`src/rtl/edge_event_pkg.sv`:
```
package edge_event_pkg;
  typedef struct packed {
    logic loadSnap;
    logic doEval;
  } edgeCtrlT;
endpackage

```
`src/rtl/edge_event_ctrl.sv`:
```
module edge_event_ctrl
  import edge_event_pkg::*;
#(
  parameter int WIDTH = 32
) (
  input  logic             clk,
  input  logic             rstN,
  input  logic [WIDTH-1:0] pinEnable,
  input  logic             evalStrobe,
  input  logic             reloadStrobe,
  output edgeCtrlT         ctrl
);
  logic anyEnNow;
  logic anyEnPrev;
  logic armEdge;

  assign anyEnNow = |pinEnable;
  assign armEdge  = anyEnNow && !anyEnPrev;

  always_ff @(posedge clk) begin
    if (!rstN) anyEnPrev <= 1'b0;
    else       anyEnPrev <= anyEnNow;
  end

  // reload (explicit or on arming) beats evaluation
  always_comb begin
    ctrl.loadSnap = reloadStrobe || armEdge;
    ctrl.doEval   = evalStrobe && !ctrl.loadSnap;
  end

  a_r7_no_overlap: assert property (@(posedge clk) disable iff (!rstN)
    !(ctrl.loadSnap && ctrl.doEval));

  a_r8_arm_reload: assert property (@(posedge clk) disable iff (!rstN)
    (anyEnNow && !anyEnPrev) |-> ctrl.loadSnap);
endmodule

```
`src/rtl/edge_event_datapath.sv`:
```
module edge_event_datapath
  import edge_event_pkg::*;
#(
  parameter int WIDTH = 32
) (
  input  logic             clk,
  input  logic             rstN,
  input  edgeCtrlT         ctrl,
  input  logic [WIDTH-1:0] dataIn,
  input  logic [WIDTH-1:0] pinEnable,
  input  logic [WIDTH-1:0] riseSel,
  input  logic [WIDTH-1:0] fallSel,
  output logic [WIDTH-1:0] eventVec,
  output logic             anyEvent
);
  logic [WIDTH-1:0] snapshot;
  logic [WIDTH-1:0] hitNow;

  for (genvar p = 0; p < WIDTH; p++) begin : g_pin
    logic rose;
    logic fell;
    assign rose      = dataIn[p] && !snapshot[p] && riseSel[p];
    assign fell      = !dataIn[p] && snapshot[p] && fallSel[p];
    assign hitNow[p] = pinEnable[p] && (rose || fell);
  end

  always_ff @(posedge clk) begin
    if (!rstN) begin
      snapshot <= '0;
      eventVec <= '0;
      anyEvent <= 1'b0;
    end else begin
      if (ctrl.loadSnap || ctrl.doEval) snapshot <= dataIn;
      if (ctrl.doEval) begin
        eventVec <= hitNow;
        anyEvent <= |hitNow;
      end else begin
        eventVec <= '0;
        anyEvent <= 1'b0;
      end
    end
  end

  a_r9_idle_zero: assert property (@(posedge clk) disable iff (!rstN)
    !ctrl.doEval |=> (eventVec == '0));

  a_r10_any_match: assert property (@(posedge clk) disable iff (!rstN)
    anyEvent == (eventVec != '0));

  a_r6_snap_follow: assert property (@(posedge clk) disable iff (!rstN)
    (ctrl.doEval || ctrl.loadSnap) |=> (snapshot == $past(dataIn)));

  a_r6_snap_hold: assert property (@(posedge clk) disable iff (!rstN)
    !(ctrl.doEval || ctrl.loadSnap) |=> $stable(snapshot));
endmodule

```
`src/rtl/edge_event_top.sv`:
```
module edge_event_top
  import edge_event_pkg::*;
#(
  parameter int WIDTH = 32
) (
  input  logic             clk,
  input  logic             rstN,
  input  logic [WIDTH-1:0] dataIn,
  input  logic [WIDTH-1:0] pinEnable,
  input  logic [WIDTH-1:0] riseSel,
  input  logic [WIDTH-1:0] fallSel,
  input  logic             evalStrobe,
  input  logic             reloadStrobe,
  output logic [WIDTH-1:0] eventVec,
  output logic             anyEvent
);
  edgeCtrlT ctrl;

  edge_event_ctrl #(.WIDTH(WIDTH)) u_ctrl (
    .clk(clk), .rstN(rstN), .pinEnable(pinEnable),
    .evalStrobe(evalStrobe), .reloadStrobe(reloadStrobe), .ctrl(ctrl)
  );

  edge_event_datapath #(.WIDTH(WIDTH)) u_dp (
    .clk(clk), .rstN(rstN), .ctrl(ctrl), .dataIn(dataIn),
    .pinEnable(pinEnable), .riseSel(riseSel), .fallSel(fallSel),
    .eventVec(eventVec), .anyEvent(anyEvent)
  );

  a_r5_disabled_quiet: assert property (@(posedge clk) disable iff (!rstN)
    1'b1 |=> ((eventVec & ~$past(pinEnable)) == '0));

  a_r7_reload_quiet: assert property (@(posedge clk) disable iff (!rstN)
    reloadStrobe |=> (eventVec == '0));
endmodule

```
`config.mk`:
```
export PLATFORM = sky130hd
export DESIGN_NAME = edge_event_top
export DESIGN_NICKNAME = d
export VERILOG_FILES = /design/src/rtl/edge_event_pkg.sv /design/src/rtl/edge_event_ctrl.sv /design/src/rtl/edge_event_datapath.sv /design/src/rtl/edge_event_top.sv
export SDC_FILE = /design/constraint.sdc
export NUM_CORES = 1
export LEC_CHECK = 0
export BUFFER_PORTS_ARGS = -buffer_cell sky130_fd_sc_hd__buf_2
export CORE_UTILIZATION = 37
export DETAILED_ROUTE_END_ITERATION = 12
export GPL_TIMING_DRIVEN = 0
export HOLD_SLACK_MARGIN = 0.12
export PLACE_DENSITY = 0.69
export SYNTH_ARGS = -nofsm -noshare
export SYNTH_HDL_FRONTEND = slang
export SYNTH_HIERARCHICAL = 1
export SYNTH_SLANG_ARGS = --single-unit
```
`constraint.sdc`:
```
create_clock -name clk -period 4.8 [get_ports clk]
set_clock_uncertainty 0.1 [all_clocks]
set_input_delay 0.48 -clock clk [delete_from_list [all_inputs] [get_ports clk]]
set_output_delay 0.48 -clock clk [all_outputs]
set_load 0.02 [all_outputs]
```
==> results.toml <==
[setup_path]
endpoint_kind = "register"
path_class = "in2reg"
crit_top_cell = "clkbuf_1"
cp.required_ns = 4.96
cpPeakStageDelay_ns = 0.48
worstPathCellList = "buf_2, nor4_1, nand4_1, nor2_2, o211a_1, or2_2, clkbuf_1, clkbuf_1, nand2_1, a21boi_1"
cp_top_family = "simple AND/OR/NAND/NOR gates"
cp_max_fo = 10
start_kind = "input pin"
cp_slowest_cell = "clkbuf_1"
critical_path_buf_inv_count = 3
cp.arrival_ns = 2.76

[synthesis]
synth-edff-count = 0
synth.most_common_cell = "nand2_1"
synth_warnings = 6
synth_cell_type_count = 26
yosysSeqAreaShare = 0.4530
synthesis.instances = 338
synth_top_area_cell = "dfxtp_1"
ys_ff_latch = 66
synth_area_sq_um = 2917
async_reset_ff_frac = 0
synth.avg_cell_area_sq_um = 8.629
synth.top_cell.area_share = 0.4530
synth_area_leaders = "dfxtp_1 45%, nand4b_1 13%, nand2_1 12%"
syn_nets = 470
synth_common_cells = "96 x nand2_1, 66 x dfxtp_1, 43 x nand4b_1"
synthFlopType = "dfxtp_1"

[detailed_routing]
via_per_inst = 5.094
vias = 3138
wire_per_inst_microns = 14.29
drt_pass1_iterations = 4
drc = 0
routed_wl_microns = 8800
ant_nets = 0
drt-initial-drc-count = 115

[finish]
instances_no_fill = 616
area_delta_synth_final_pct = 38.18
drive_gt1_frac = 0.3696
fillers = 762
finalNetCount = 645
diodes = 0

[clock_network]
cts_made_buffers = 9
postCtsResizedCells = 0
clock_latency_ns = 0.33
clk_path_buf_depth = 2
htree_levels = 3
cts_sinks = 66
clkTransAtPathRegs_ns = 0.07
holdBufCountCts = 0
cts_tree = "yes"
postCtsSetupBuffers = 0
cts-root-buf = "clkbuf_8"

[global_route]
grt_pass1_vias = 2854
grt_antenna_before_repair = 0
grt_max_degree = 11
grt_pass1_wl_microns = 13590
grt_overflow_total = 0
grt_usage = 0.2104

[timing]
layout_min_cycle_time_ns = 2.597
setup_viol = 0
worst_slew_pin_slew_ns = 0.6903
clock.fmax_mhz = 385.0
drv_slew = 0
fin_crit_sh = 0.5411
final-hold-violation-count = 0
tns_ns = 0
rsz0062_at_grt = "no"
relSlewSlack = 0.5398

[placement]
globalplace.congestion = 0.7553
port_buffers = 164
placed_cells = 604
dp_hpwl_microns = 6885

[power_and_ir_drop]
p_per_area_nw_per_um2 = 286.1
p_total_uw = 1153
peakVddDrop_v = 0.0001486
p_leak_uw = 0.001944

[die]
rows = 32
die_width_microns = 90.79
num_io_pins = 165
die_y_microns = 90.79
initial_core_util = 0.3794
coreArea_sq_um = 7687
dieArea_sq_um = 8242

[job]
max_cap_viol_count = 0

[status]
outcome = "complete, no violations"

[worst_hold_path]
min_path_type = "in2reg"
[cell usage in the layout (no fill, tap or decap), drive strengths merged]
| cell type | instances |
|---|---|
| dfxtp | 66 |
| nor2b | 1 |
| buf | 164 |
| nand4b | 43 |
| nand4 | 4 |
| a21boi | 32 |
| nor4 | 13 |
| o311a | 1 |
| and3b | 12 |
| nand2 | 97 |
| o211a | 1 |
| a21oi | 22 |
| and4 | 1 |
| clkbuf | 25 |
| nand3b | 5 |
| nor2 | 13 |
| or2 | 1 |
| inv | 1 |
| o21ai | 12 |
[power breakdown]
group	internal, uW	switching, uW	total, uW	leakage (uW)
registers	568	13.1	581	0.000540
clock network	219	189	408	0.0000863
logic	81.7	82.5	164	0.00132
total	868	285	1150	0.00194
[logic make-up (layout without fill, tap and decap cells)]
family,Yosys count,count (layout),share of synthesized area
AO/OA/AOI/OAI,68,68,0.1527
AND/OR/NAND/NOR,190,190,0.3762
flip-flops,66,66,0.4530
buffers and inverters,14,190,0.01802
[through the flow]
| step | cell area, sq um | util | hold slack (ns) | worst slack, ns |
|---|---|---|---|---|
| final | 4030 | 0.5243 | 0.3014 | 2.203 |
| after global routing | 4030 | 0.5243 | 0.2959 | 2.033 |
| after CTS | 4030 | 0.5243 | 0.2896 | 2.184 |
| after detailed placement | 3865 | 0.5028 | 0.3532 | 1.843 |
| after global placement | 3865 | 0.5028 | 0.3436 | 1.848 |
| after floorplan | 2917 | - | 0.3349 | 2.722 |
[flip-flops by register name (all words and copies together) (netlist names)]
name	flops
u_ctrl/anyEnPrev	1
u_dp/anyEvent	1
u_dp/eventVec	32
u_dp/snapshot	32
[path summary, 6_finish.rpt]
check        cells past startpoint  slack [ns]                end              start
max                             10        2.20  u_dp/snapshot[23]       pinEnable[0]
min                              3        0.30  u_dp/eventVec[23]      pinEnable[23]
min reg2reg                      2        0.36  u_dp/snapshot[24]  u_dp/snapshot[24]
max reg2reg                      6        2.99  u_dp/snapshot[23]   u_ctrl/anyEnPrev
[worst register-to-register path, delay by kind of cell, from the launching register on]
family                 cells  cell delay, ns
AO/OA/AOI/OAI              2            0.38
buffers and inverters      2            0.67
flip-flops                 1            0.32
AND/OR/NAND/NOR            2            0.26
[per-layer routing]
metal | track usage | vias to the layer above | routed length (microns)
li1 | - | 1566 | -
met1 | 0.2608 | 1441 | 3841
met4 | 0.07804 | 0 | 125
met3 | 0.03788 | 11 | 574
met2 | 0.3624 | 120 | 4259
met5 | 0 | - | 0
[area by class of cell]
type / instances / area (sq um) / area share
buffer: 13 / 48.80 / 0.01211
clock buffer: 12 / 165.2 / 0.04098
inverter: 1 / 3.754 / 0.0009314
multi-input combinational: 258 / 1543 / 0.3828
sequential: 66 / 1321 / 0.3278
tap: 102 / 127.6 / 0.03167
timing repair buffer: 164 / 820.8 / 0.2037
No activity file was read; power rests on OpenSTA's default activity.
